$ cat config.mk
export PLATFORM = sky130hd
export DESIGN_NAME = errid_access_resolver
export DESIGN_NICKNAME = d
export VERILOG_FILES = /design/src/rtl/errid_access_pkg.sv /design/src/rtl/errid_enc_match.sv /design/src/rtl/errid_form_select.sv /design/src/rtl/errid_priority.sv /design/src/rtl/errid_rsp_reg.sv /design/src/rtl/errid_access_resolver.sv
export SDC_FILE = /design/constraint.sdc
export NUM_CORES = 1
export LEC_CHECK = 0
export ABC_AREA = 0
export BUFFER_PORTS_ARGS = -buffer_cell sky130_fd_sc_hd__buf_2
export CAP_MARGIN = 40
export CORE_MARGIN = 5
export CORE_UTILIZATION = 39
export DETAILED_ROUTE_END_ITERATION = 6
export HOLD_SLACK_MARGIN = 0.05
export PLACE_DENSITY = 0.8
export SLEW_MARGIN = 25
export SYNTH_ARGS = -nofsm -noshare
export SYNTH_HDL_FRONTEND = slang
export SYNTH_HIERARCHICAL = 1
export SYNTH_SLANG_ARGS = --single-unit
$ cat constraint.sdc
create_clock -name clk -period 1.6 [get_ports clk]
set_input_delay 0.32 -clock clk [delete_from_list [all_inputs] [get_ports clk]]
set_output_delay 0.32 -clock clk [all_outputs]
set_load 0.02 [all_outputs]
$ cat src/rtl/errid_access_pkg.sv
// Package: shared types for the error-record count register access resolver.
// Assumes: nothing beyond IEEE 1800-2017 packed types.
package errid_access_pkg;

    localparam int SYN_W        = 6;
    localparam logic [SYN_W-1:0] SYN_SYSREG = 6'h03;

    // Trap kind as seen on rsp_trap_kind.
    typedef enum logic [1:0] {
        KIND_NONE  = 2'd0,
        KIND_SYS64 = 2'd1,
        KIND_HYP32 = 2'd2,
        KIND_MON32 = 2'd3
    } trap_kind_e;

    // The single outcome of a decoded request.
    typedef enum logic [1:0] {
        OUT_READ  = 2'd0,
        OUT_UNDEF = 2'd1,
        OUT_HYP   = 2'd2,
        OUT_MON   = 2'd3
    } outcome_e;

    typedef struct packed {
        outcome_e             outcome;
        trap_kind_e           kind;
        logic [SYN_W-1:0]     syndrome;
    } verdict_t;

endpackage

$ cat src/rtl/errid_enc_match.sv
// Module: errid_enc_match
// Compares the five instruction encoding fields with the target register's
// encoding. The target encoding is supplied by parameters.
// Assumes: fields are stable while req_valid is high.
module errid_enc_match #(
    parameter logic [3:0] COPROC = 4'd15,
    parameter logic [2:0] OPC1   = 3'd0,
    parameter logic [3:0] CRN    = 4'd5,
    parameter logic [3:0] CRM    = 4'd3,
    parameter logic [2:0] OPC2   = 3'd0
) (
    input  logic [3:0] coproc,
    input  logic [2:0] opc1,
    input  logic [3:0] crn,
    input  logic [3:0] crm,
    input  logic [2:0] opc2,
    output logic       hit
);

    logic [4:0] field_eq;

    // Purpose: per-field equality, all must agree for a hit.
    always_comb begin
        field_eq[0] = (coproc == COPROC);
        field_eq[1] = (opc1   == OPC1);
        field_eq[2] = (crn    == CRN);
        field_eq[3] = (crm    == CRM);
        field_eq[4] = (opc2   == OPC2);
        hit         = &field_eq;
    end

endmodule

$ cat src/rtl/errid_form_select.sv
// Module: errid_form_select
// Picks the 64-bit or the 32-bit register form of one trap-control bit,
// according to the execution width of the level that owns the bit.
// Assumes: the owning level's width flag is stable during a request.
module errid_form_select (
    input  logic owner_is32,
    input  logic bit_w64,
    input  logic bit_w32,
    output logic bit_sel
);

    // Purpose: width-driven mux; the unused form has no influence.
    always_comb begin
        bit_sel = owner_is32 ? bit_w32 : bit_w64;
    end

endmodule

$ cat src/rtl/errid_priority.sv
// Module: errid_priority
// Resolves the fixed-priority chain of undefined and trap conditions for one
// request into a single verdict. The chain depends on the requesting level.
// Assumes: trap bits have already been reduced to their selected form.
module errid_priority
    import errid_access_pkg::*;
(
    input  logic [1:0] cur_level,
    input  logic       in_monitor_mode,
    input  logic       has_level3,
    input  logic       level3_is32,
    input  logic       level2_enabled,
    input  logic       level2_is32,
    input  logic       early_undef_prio,
    input  logic       sdd_undef,
    input  logic       l3_err_sel,
    input  logic       l2_grp_sel,
    input  logic       l2_err_sel,
    output verdict_t   verdict
);

    localparam verdict_t V_READ  = '{OUT_READ,  KIND_NONE,  '0};
    localparam verdict_t V_UNDEF = '{OUT_UNDEF, KIND_NONE,  '0};
    localparam verdict_t V_MON32 = '{OUT_MON,   KIND_MON32, '0};

    logic     l3_gate;
    logic     early_hit;
    logic     hyp_hit;
    logic     l3_masked_l1;
    verdict_t hyp_v;
    verdict_t l3_v;

    // Purpose: shared terms used by the level 1 and level 2 chains.
    always_comb begin
        l3_gate      = has_level3 && l3_err_sel;
        early_hit    = l3_gate && early_undef_prio;
        hyp_hit      = level2_enabled && (l2_grp_sel || l2_err_sel);
        l3_masked_l1 = level3_is32 && in_monitor_mode;
    end

    // Purpose: verdict of a hypervisor trap, shaped by level-2 width.
    always_comb begin
        hyp_v.outcome  = OUT_HYP;
        hyp_v.kind     = level2_is32 ? KIND_HYP32 : KIND_SYS64;
        hyp_v.syndrome = SYN_SYSREG;
    end

    // Purpose: verdict of a level-3 error trap from level 1 or 2.
    always_comb begin
        if (sdd_undef) begin
            l3_v = V_UNDEF;
        end else if (level3_is32) begin
            l3_v = V_MON32;
        end else begin
            l3_v.outcome  = OUT_MON;
            l3_v.kind     = KIND_SYS64;
            l3_v.syndrome = SYN_SYSREG;
        end
    end

    // Purpose: walk the priority chain for the requesting level.
    always_comb begin
        unique case (cur_level)
            2'd0: verdict = V_UNDEF;
            2'd1: begin
                if (early_hit)                        verdict = V_UNDEF;
                else if (hyp_hit)                     verdict = hyp_v;
                else if (l3_gate && !l3_masked_l1)    verdict = l3_v;
                else                                  verdict = V_READ;
            end
            2'd2: begin
                if (early_hit)                        verdict = V_UNDEF;
                else if (l3_gate)                     verdict = l3_v;
                else                                  verdict = V_READ;
            end
            default: begin
                if (!in_monitor_mode && l3_err_sel)   verdict = V_MON32;
                else                                  verdict = V_READ;
            end
        endcase
    end

    // A 32-bit monitor trap never carries a syndrome code.
    always_comb begin
        if (verdict.kind == KIND_MON32) begin
            AST_MON32_NO_SYNDROME: assert (verdict.syndrome == '0);
        end
    end

endmodule

$ cat src/rtl/errid_rsp_reg.sv
// Module: errid_rsp_reg
// Registers the verdict into one-hot outcome outputs, trap kind, syndrome and
// read data, one cycle after the request pulse.
// Assumes: verdict and hit are valid in the cycle req_valid is high.
module errid_rsp_reg
    import errid_access_pkg::*;
#(
    parameter int DATA_W       = 32,
    parameter int COUNT_W      = 16,
    parameter int RECORD_COUNT = 5
) (
    input  logic               clk,
    input  logic               rst_n,
    input  logic               req_valid,
    input  logic               hit,
    input  verdict_t           verdict,
    output logic               rsp_valid,
    output logic               rsp_not_decoded,
    output logic               rsp_read_ok,
    output logic               rsp_undef,
    output logic               rsp_trap_hyp,
    output logic               rsp_trap_mon,
    output logic [1:0]         rsp_trap_kind,
    output logic [SYN_W-1:0]   rsp_syndrome,
    output logic [DATA_W-1:0]  rsp_rdata
);

    localparam int PAD_W = DATA_W - COUNT_W;
    localparam logic [COUNT_W-1:0] COUNT_VAL = COUNT_W'(RECORD_COUNT);
    localparam logic [DATA_W-1:0]  READ_WORD = {{PAD_W{1'b0}}, COUNT_VAL};

    logic accept;

    // Purpose: a decoded request is the only one that yields an outcome.
    always_comb begin
        accept = req_valid && hit;
    end

    // Purpose: capture the response; clear everything when idle.
    always_ff @(posedge clk) begin
        if (!rst_n) begin
            rsp_valid       <= 1'b0;
            rsp_not_decoded <= 1'b0;
            rsp_read_ok     <= 1'b0;
            rsp_undef       <= 1'b0;
            rsp_trap_hyp    <= 1'b0;
            rsp_trap_mon    <= 1'b0;
            rsp_trap_kind   <= 2'd0;
            rsp_syndrome    <= '0;
            rsp_rdata       <= '0;
        end else begin
            rsp_valid       <= req_valid;
            rsp_not_decoded <= req_valid && !hit;
            rsp_read_ok     <= accept && (verdict.outcome == OUT_READ);
            rsp_undef       <= accept && (verdict.outcome == OUT_UNDEF);
            rsp_trap_hyp    <= accept && (verdict.outcome == OUT_HYP);
            rsp_trap_mon    <= accept && (verdict.outcome == OUT_MON);
            rsp_trap_kind   <= accept ? verdict.kind : 2'd0;
            rsp_syndrome    <= accept ? verdict.syndrome : '0;
            rsp_rdata       <= (accept && verdict.outcome == OUT_READ) ? READ_WORD : '0;
        end
    end

    AST_ONE_OUTCOME: assert property (@(posedge clk) disable iff (!rst_n)
        (rsp_valid && !rsp_not_decoded) |->
        $countones({rsp_read_ok, rsp_undef, rsp_trap_hyp, rsp_trap_mon}) == 1);

    AST_UNDECODED_QUIET: assert property (@(posedge clk) disable iff (!rst_n)
        rsp_not_decoded |->
        !(rsp_read_ok || rsp_undef || rsp_trap_hyp || rsp_trap_mon) && rsp_rdata == '0);

    AST_IDLE_ZERO: assert property (@(posedge clk) disable iff (!rst_n)
        !rsp_valid |-> !(rsp_not_decoded || rsp_read_ok || rsp_undef ||
                         rsp_trap_hyp || rsp_trap_mon) && rsp_rdata == '0);

    AST_RDATA_UPPER_ZERO: assert property (@(posedge clk) disable iff (!rst_n)
        rsp_read_ok |-> rsp_rdata[DATA_W-1:COUNT_W] == '0);

endmodule

$ cat src/rtl/errid_access_resolver.sv
// Module: errid_access_resolver (top)
// Decodes a coprocessor-style read request for the error-record count
// register, resolves its undefined/trap/read outcome and registers the
// response one cycle later.
// Assumes: context inputs are stable in the cycle req_valid is high.
module errid_access_resolver
    import errid_access_pkg::*;
#(
    parameter int DATA_W       = 32,
    parameter int COUNT_W      = 16,
    parameter int RECORD_COUNT = 5
) (
    input  logic         clk,
    input  logic         rst_n,
    input  logic         req_valid,
    input  logic [3:0]   req_coproc,
    input  logic [2:0]   req_opc1,
    input  logic [3:0]   req_crn,
    input  logic [3:0]   req_crm,
    input  logic [2:0]   req_opc2,
    input  logic [1:0]   cur_level,
    input  logic         in_monitor_mode,
    input  logic         has_level3,
    input  logic         level3_is32,
    input  logic         level2_enabled,
    input  logic         level2_is32,
    input  logic         early_undef_prio,
    input  logic         sdd_undef,
    input  logic         l3_err_trap_w64,
    input  logic         l3_err_trap_w32,
    input  logic         l2_grp_trap_w64,
    input  logic         l2_grp_trap_w32,
    input  logic         l2_err_trap_w64,
    input  logic         l2_err_trap_w32,
    output logic         rsp_valid,
    output logic         rsp_not_decoded,
    output logic         rsp_read_ok,
    output logic         rsp_undef,
    output logic         rsp_trap_hyp,
    output logic         rsp_trap_mon,
    output logic [1:0]   rsp_trap_kind,
    output logic [5:0]   rsp_syndrome,
    output logic [31:0]  rsp_rdata
);

    localparam int N_BITS = 3;  // level-3 error, level-2 group, level-2 error

    logic              hit;
    logic [N_BITS-1:0] owner_is32;
    logic [N_BITS-1:0] form_w64;
    logic [N_BITS-1:0] form_w32;
    logic [N_BITS-1:0] form_sel;
    verdict_t          verdict;
    logic [DATA_W-1:0] rdata_int;

    errid_enc_match u_match (
        .coproc (req_coproc),
        .opc1   (req_opc1),
        .crn    (req_crn),
        .crm    (req_crm),
        .opc2   (req_opc2),
        .hit    (hit)
    );

    // Purpose: gather trap bits with the level that owns each.
    always_comb begin
        owner_is32 = {level2_is32, level2_is32, level3_is32};
        form_w64   = {l2_err_trap_w64, l2_grp_trap_w64, l3_err_trap_w64};
        form_w32   = {l2_err_trap_w32, l2_grp_trap_w32, l3_err_trap_w32};
    end

    for (genvar i = 0; i < N_BITS; i++) begin : g_form
        errid_form_select u_sel (
            .owner_is32 (owner_is32[i]),
            .bit_w64    (form_w64[i]),
            .bit_w32    (form_w32[i]),
            .bit_sel    (form_sel[i])
        );
    end

    errid_priority u_prio (
        .cur_level        (cur_level),
        .in_monitor_mode  (in_monitor_mode),
        .has_level3       (has_level3),
        .level3_is32      (level3_is32),
        .level2_enabled   (level2_enabled),
        .level2_is32      (level2_is32),
        .early_undef_prio (early_undef_prio),
        .sdd_undef        (sdd_undef),
        .l3_err_sel       (form_sel[0]),
        .l2_grp_sel       (form_sel[1]),
        .l2_err_sel       (form_sel[2]),
        .verdict          (verdict)
    );

    errid_rsp_reg #(
        .DATA_W       (DATA_W),
        .COUNT_W      (COUNT_W),
        .RECORD_COUNT (RECORD_COUNT)
    ) u_rsp (
        .clk             (clk),
        .rst_n           (rst_n),
        .req_valid       (req_valid),
        .hit             (hit),
        .verdict         (verdict),
        .rsp_valid       (rsp_valid),
        .rsp_not_decoded (rsp_not_decoded),
        .rsp_read_ok     (rsp_read_ok),
        .rsp_undef       (rsp_undef),
        .rsp_trap_hyp    (rsp_trap_hyp),
        .rsp_trap_mon    (rsp_trap_mon),
        .rsp_trap_kind   (rsp_trap_kind),
        .rsp_syndrome    (rsp_syndrome),
        .rsp_rdata       (rdata_int)
    );

    // Purpose: present the data word on the fixed-width port.
    always_comb begin
        rsp_rdata = 32'(rdata_int);
    end

    AST_RSP_FOLLOWS_REQ: assert property (@(posedge clk) disable iff (!rst_n)
        req_valid |=> rsp_valid);

    AST_LEVEL0_UNDEF: assert property (@(posedge clk) disable iff (!rst_n)
        (req_valid && hit && cur_level == 2'd0) |=> rsp_undef);

    AST_LEVEL3_MONMODE_READS: assert property (@(posedge clk) disable iff (!rst_n)
        (req_valid && hit && cur_level == 2'd3 && in_monitor_mode) |=> rsp_read_ok);

    AST_HYP_TRAP_SYNDROME: assert property (@(posedge clk) disable iff (!rst_n)
        rsp_trap_hyp |-> rsp_syndrome == 6'h03 && rsp_trap_kind != 2'd0);

endmodule

# ---- Yosys cells after proc, flatten, opt, wreduce, memory -nomap -nowiden
# Cells that the tools add are included.
dict set report totals {
  regBits 46
  latch_bits 0
  mem_bits_rw 0
  romBits 0
  in_bits 36
  out_inout_bits 46
  wordCells 53
  n_memories 0
}
dict set report classes {
  addsub 0
  n_mul 0
  div_mod_pow 0
  n_lt_le_gt_ge 0
  eq_ne 8
  shift 0
  n_mux 14
  n_bitwise 0
  n_reduce_logical 22
}
# cell count
set op_table {}
lappend op_table {{$mux W10} 7}
lappend op_table {{$pmux W10 S3} 1}
lappend op_table {{$logic_and A1 B1 Y1} 12}
lappend op_table {{$mux W8} 1}
lappend op_table {{$eq A2 B2 Y1 const B} 3}
lappend op_table {{$logic_not A3 Y1} 2}
lappend op_table {{$reduce_and A5 Y1} 1}
lappend op_table {{$eq A2 B1 Y1 const B} 2}
lappend op_table {{$eq A4 B2 Y1 const B} 1}
lappend op_table {{$eq A4 B3 Y1 const B} 1}
lappend op_table {{$eq A4 B4 Y1 const B} 1}
lappend op_table {{$logic_not A2 Y1} 2}
lappend op_table {{$logic_not A1 Y1} 3}
lappend op_table {{$mux W1} 3}
lappend op_table {{$mux W3} 1}
lappend op_table {{$mux W2} 1}
lappend op_table {{$reduce_and A2 Y1} 1}
lappend op_table {{$logic_or A1 B1 Y1} 1}

# ---- Logic depth before layout (Yosys ltp)
dict set report logic_depth {
  depth_word 10
  mapped_depth 6
  depth_no_buf 5
}

# ---- Hierarchy
# The synthesis kept the hierarchy.
# module n_inst cells_per_inst area_per_inst_um2 seq_area_each_um2
set by_module_without_submodules {}
lappend by_module_without_submodules {errid_rsp_reg 1 64 644.4 280.3}
lappend by_module_without_submodules {errid_priority 1 34 270.3 0.0}
lappend by_module_without_submodules {errid_enc_match 1 7 57.6 0.0}
lappend by_module_without_submodules {errid_form_select 3 1 15.0 0.0}

# ---- Worst setup path before layout
# OpenSTA, ideal clock, no wires.
dict set report synth_timing {
  kind {input to register}
  startpoint {in req_opc2[1]}
  endpoint {reg u_rsp.rsp_trap_mon}
  setup_ns 0.060
  t_arrival_ns 1.403
  required_time_ns 1.540
  path_slack_ns 0.136
  stages 5
  path_buffers 1
  path_cell_list {or4b_4 nor3_2 and3_1 buf_6 and3_1}
}
dict set report synth_via {
  elab_chain_len 4
}
# item line
set synth_lines {}
lappend synth_lines {{start, declared} errid_access_resolver.sv:20} ;# input logic [2:0] req_opc2,
lappend synth_lines {{$logic_not A3 Y1} errid_enc_match.sv:28} ;# field_eq[4] = (opc2 == OPC2);
lappend synth_lines {{$reduce_and A5 Y1} errid_enc_match.sv:29} ;# hit = &field_eq;
lappend synth_lines {{named net hit} errid_access_resolver.sv:48} ;# logic hit;
lappend synth_lines {{$logic_and A1 B1 Y1} errid_rsp_reg.sv:36} ;# accept = req_valid && hit;
lappend synth_lines {{$logic_and A1 B1 Y1} errid_rsp_reg.sv:57} ;# rsp_trap_mon <= accept && (verdict.outcome == OUT_MON);
lappend synth_lines {{end signal, assigned} errid_rsp_reg.sv:57}
lappend synth_lines {{end, declared} errid_rsp_reg.sv:22} ;# output logic rsp_trap_mon,
# The timed path passes the listed nets, and every way through them passes these cells.
# A chain may end at the register's enable or synchronous reset.

==> flow_metrics.tcl <==
set metrics [dict create \
    cts_sinks 14 \
    synth_area_leaders "dfxtp_1, buf_4, and2_2, mux2_4, a21boi_4" \
    post_cts_buffers 0 \
    met1_usage_pct 12.2 \
    setup.worst_path.start_class "input port" \
    critPathCaptureType "flip-flop" \
    routedWlPerCell_um 10.4 \
    cts-hold-fix-buffers 0 \
    ir_worst_vdd_mv 0.298 \
    global_route.usage.met3_pct 2.73 \
    antenna_cells 0 \
    ys_ff_latch 14 \
    setup_viol 0 \
    yosys_warnings 6 \
    globalplace.congestion 0.831 \
    final_layout_size_suffix_gt1_share_pct 50.0 \
    die_width_um 61.1 \
    routed_wl_mm 1.99 \
    via_per_inst 4.08 \
    synth_top_area_cell "dfxtp_1" \
    drtIter0Drc 9 \
    cts_htree_levels 1 \
    vias 783 \
    ios 82 \
    firstDrtPassIters 2 \
    hold_viol 0 \
    critPathRequiredTime_ns 1.79 \
    status "completed" \
    power.leakage_uw 0.000679 \
    slew_violations 0 \
    min_from "req_valid" \
    cts-root-buf "clkbuf_4" \
    crit_path_start "level2_is32" \
    portBuffers 51 \
    synth_edf_count 0 \
    gr-usage-all-layers_pct 11.4 \
    initial_core_util_pct 41.1 \
    fp-row-count 18 \
    grt_pass1_vias 789 \
    maxCapViolCount 0 \
    synthCells 108 \
    synth_async_sr_flop_share_pct 0 \
    hold_path_class "in -> reg" \
    die-area_um2 3730 \
    syn_avg_cell_area_um2 9.42 \
    critPathMaxFanout 4 \
    antenna_found_initial 0 \
    busiest_layer "met2" \
    grt_pass1_wl_mm 3.16 \
    ys_types 37 \
    synthesis.area_um2 1020 \
    min_path_cells 2 \
    final_net_count 200 \
    cts_resized 0 \
    yosysTopAreaCellShare_pct 27.6 \
    min_period_over_period_pct 83.6 \
    grt_overflow 0 \
    period_minus_slack_ns 1.34 \
    grt_use_met2_pct 19.9 \
    fp.dieH_um 61.1 \
    finalPower_uw 734 \
    crit_arrival_ns 1.53 \
    core_region_area_um2 2480 \
    crit_path_max_incr_delay_ns 0.32 \
    cts_made_buffers 3 \
    cts_tree "built" \
    setup_tns_ns 0 \
    yosys.cell_count.top_type "buf_4" \
    syn_to_final_growth_pct 18.8 \
    worstSetupPathType "in -> reg" \
    path_clk_slew_ns 0.07 \
    rsz0062_at_grt "no" \
    ant_nets 0 \
    p_per_area_nw_per_um2 607 \
    drc 0 \
    synthTopCellsByCount "buf_4, dfxtp_1, and2_2, nand2_1" \
    clk_path_buf_depth 2 \
    critPathSlowestCell "mux2_4" \
    cp_cell_sequence "buf_2, mux2_4, o21ai_4, a21oi_1, o31ai_1, buf_4, nor3b_1" \
    ys_seq_area_share_pct 27.6 \
    clock.fmax_mhz 747 \
    synth_flop_cell "dfxtp_1" \
    grt_max_degree 8 \
    dp_hpwl_mm 1.82 \
]
routing by layer:
layer / vias to the layer above / part of all wire [%]
met1: 331 / 37
met3: 4 / 12
met4: 0 / 1.4
met2: 46 / 50
li1: 402 / -
met5: - / 0
cell families (layout without fill, tap and decap cells):
logic type | after synthesis | after routing | synth area share (%)
other cells | 2 | 34 | 0.738
flops | 14 | 14 | 27.6
compound gates | 12 | 12 | 11.9
buf+inv | 41 | 63 | 29.5
mux | 3 | 3 | 4.43
simple gates | 36 | 36 | 25.8
through the flow:
step	instance area, um2	hold slack [ns]	util, %	instances	worst slack [ns]
after detailed placement	1190	0.585	47.9	189	-0.0228
after CTS	1210	0.296	48.8	192	0.267
after global placement	1190	0.576	47.9	189	-0.00371
after global routing	1210	0.312	48.8	192	0.140
final	1210	0.310	48.8	192	0.262
after floorplan	1140	0.466	-	140	0.136
critical path, delay by kind of cell:
| family | cells | cell delay, ns |
|---|---|---|
| AND/OR/NAND/NOR | 1 | 0.16 |
| buffers and inverters | 2 | 0.28 |
| AO/OA/AOI/OAI | 3 | 0.45 |
| multiplexers | 1 | 0.32 |
cell usage in the layout, fill, tap and decap left out, types with 2 or more instances in the layout:
| cell | count |
|---|---|
| buf_2 | 51 |
| conb_1 | 34 |
| dfxtp_1 | 14 |
| and2_2 | 7 |
| buf_4 | 6 |
| nand2_1 | 5 |
| clkbuf_4 | 3 |
| mux2_4 | 3 |
| nand3_1 | 3 |
| inv_1 | 3 |
| and2_1 | 3 |
| nand4_1 | 2 |
| and3_1 | 2 |
| nor3b_1 | 2 |
where the power goes:
group          switching, uW  total (uW)  internal (uW)
registers              0.485         351            351
logic                    124         204           80.0
clock network           91.9         179           87.0
total                    216         734            518
flip-flops by register name (all words and copies together) (netlist names):
| register | cells |
|---|---|
| u_rsp/rsp_undef | 1 |
| u_rsp/rsp_trap_mon | 1 |
| u_rsp/rsp_not_decoded | 1 |
| u_rsp/rsp_trap_kind | 2 |
| u_rsp/rsp_trap_hyp | 1 |
| u_rsp/rsp_syndrome | 6 |
| u_rsp/rsp_valid | 1 |
| u_rsp/rsp_rdata | 1 |
worst paths after layout:
check	endpoint
max	u_rsp/rsp_undef$_SDFF_PN0_
min	u_rsp/rsp_valid$_SDFF_PN0_
final cells by class:
cell class	instances	area, um2
Clock buffer	3	22.5
Inverter	3	11.3
Multi-Input combinational cell	85	557
Tap cell	30	37.5
Fill cell	253	1270
Timing Repair Buffer	57	300
Sequential cell	14	280
No activity file was read; power rests on OpenSTA's default activity.
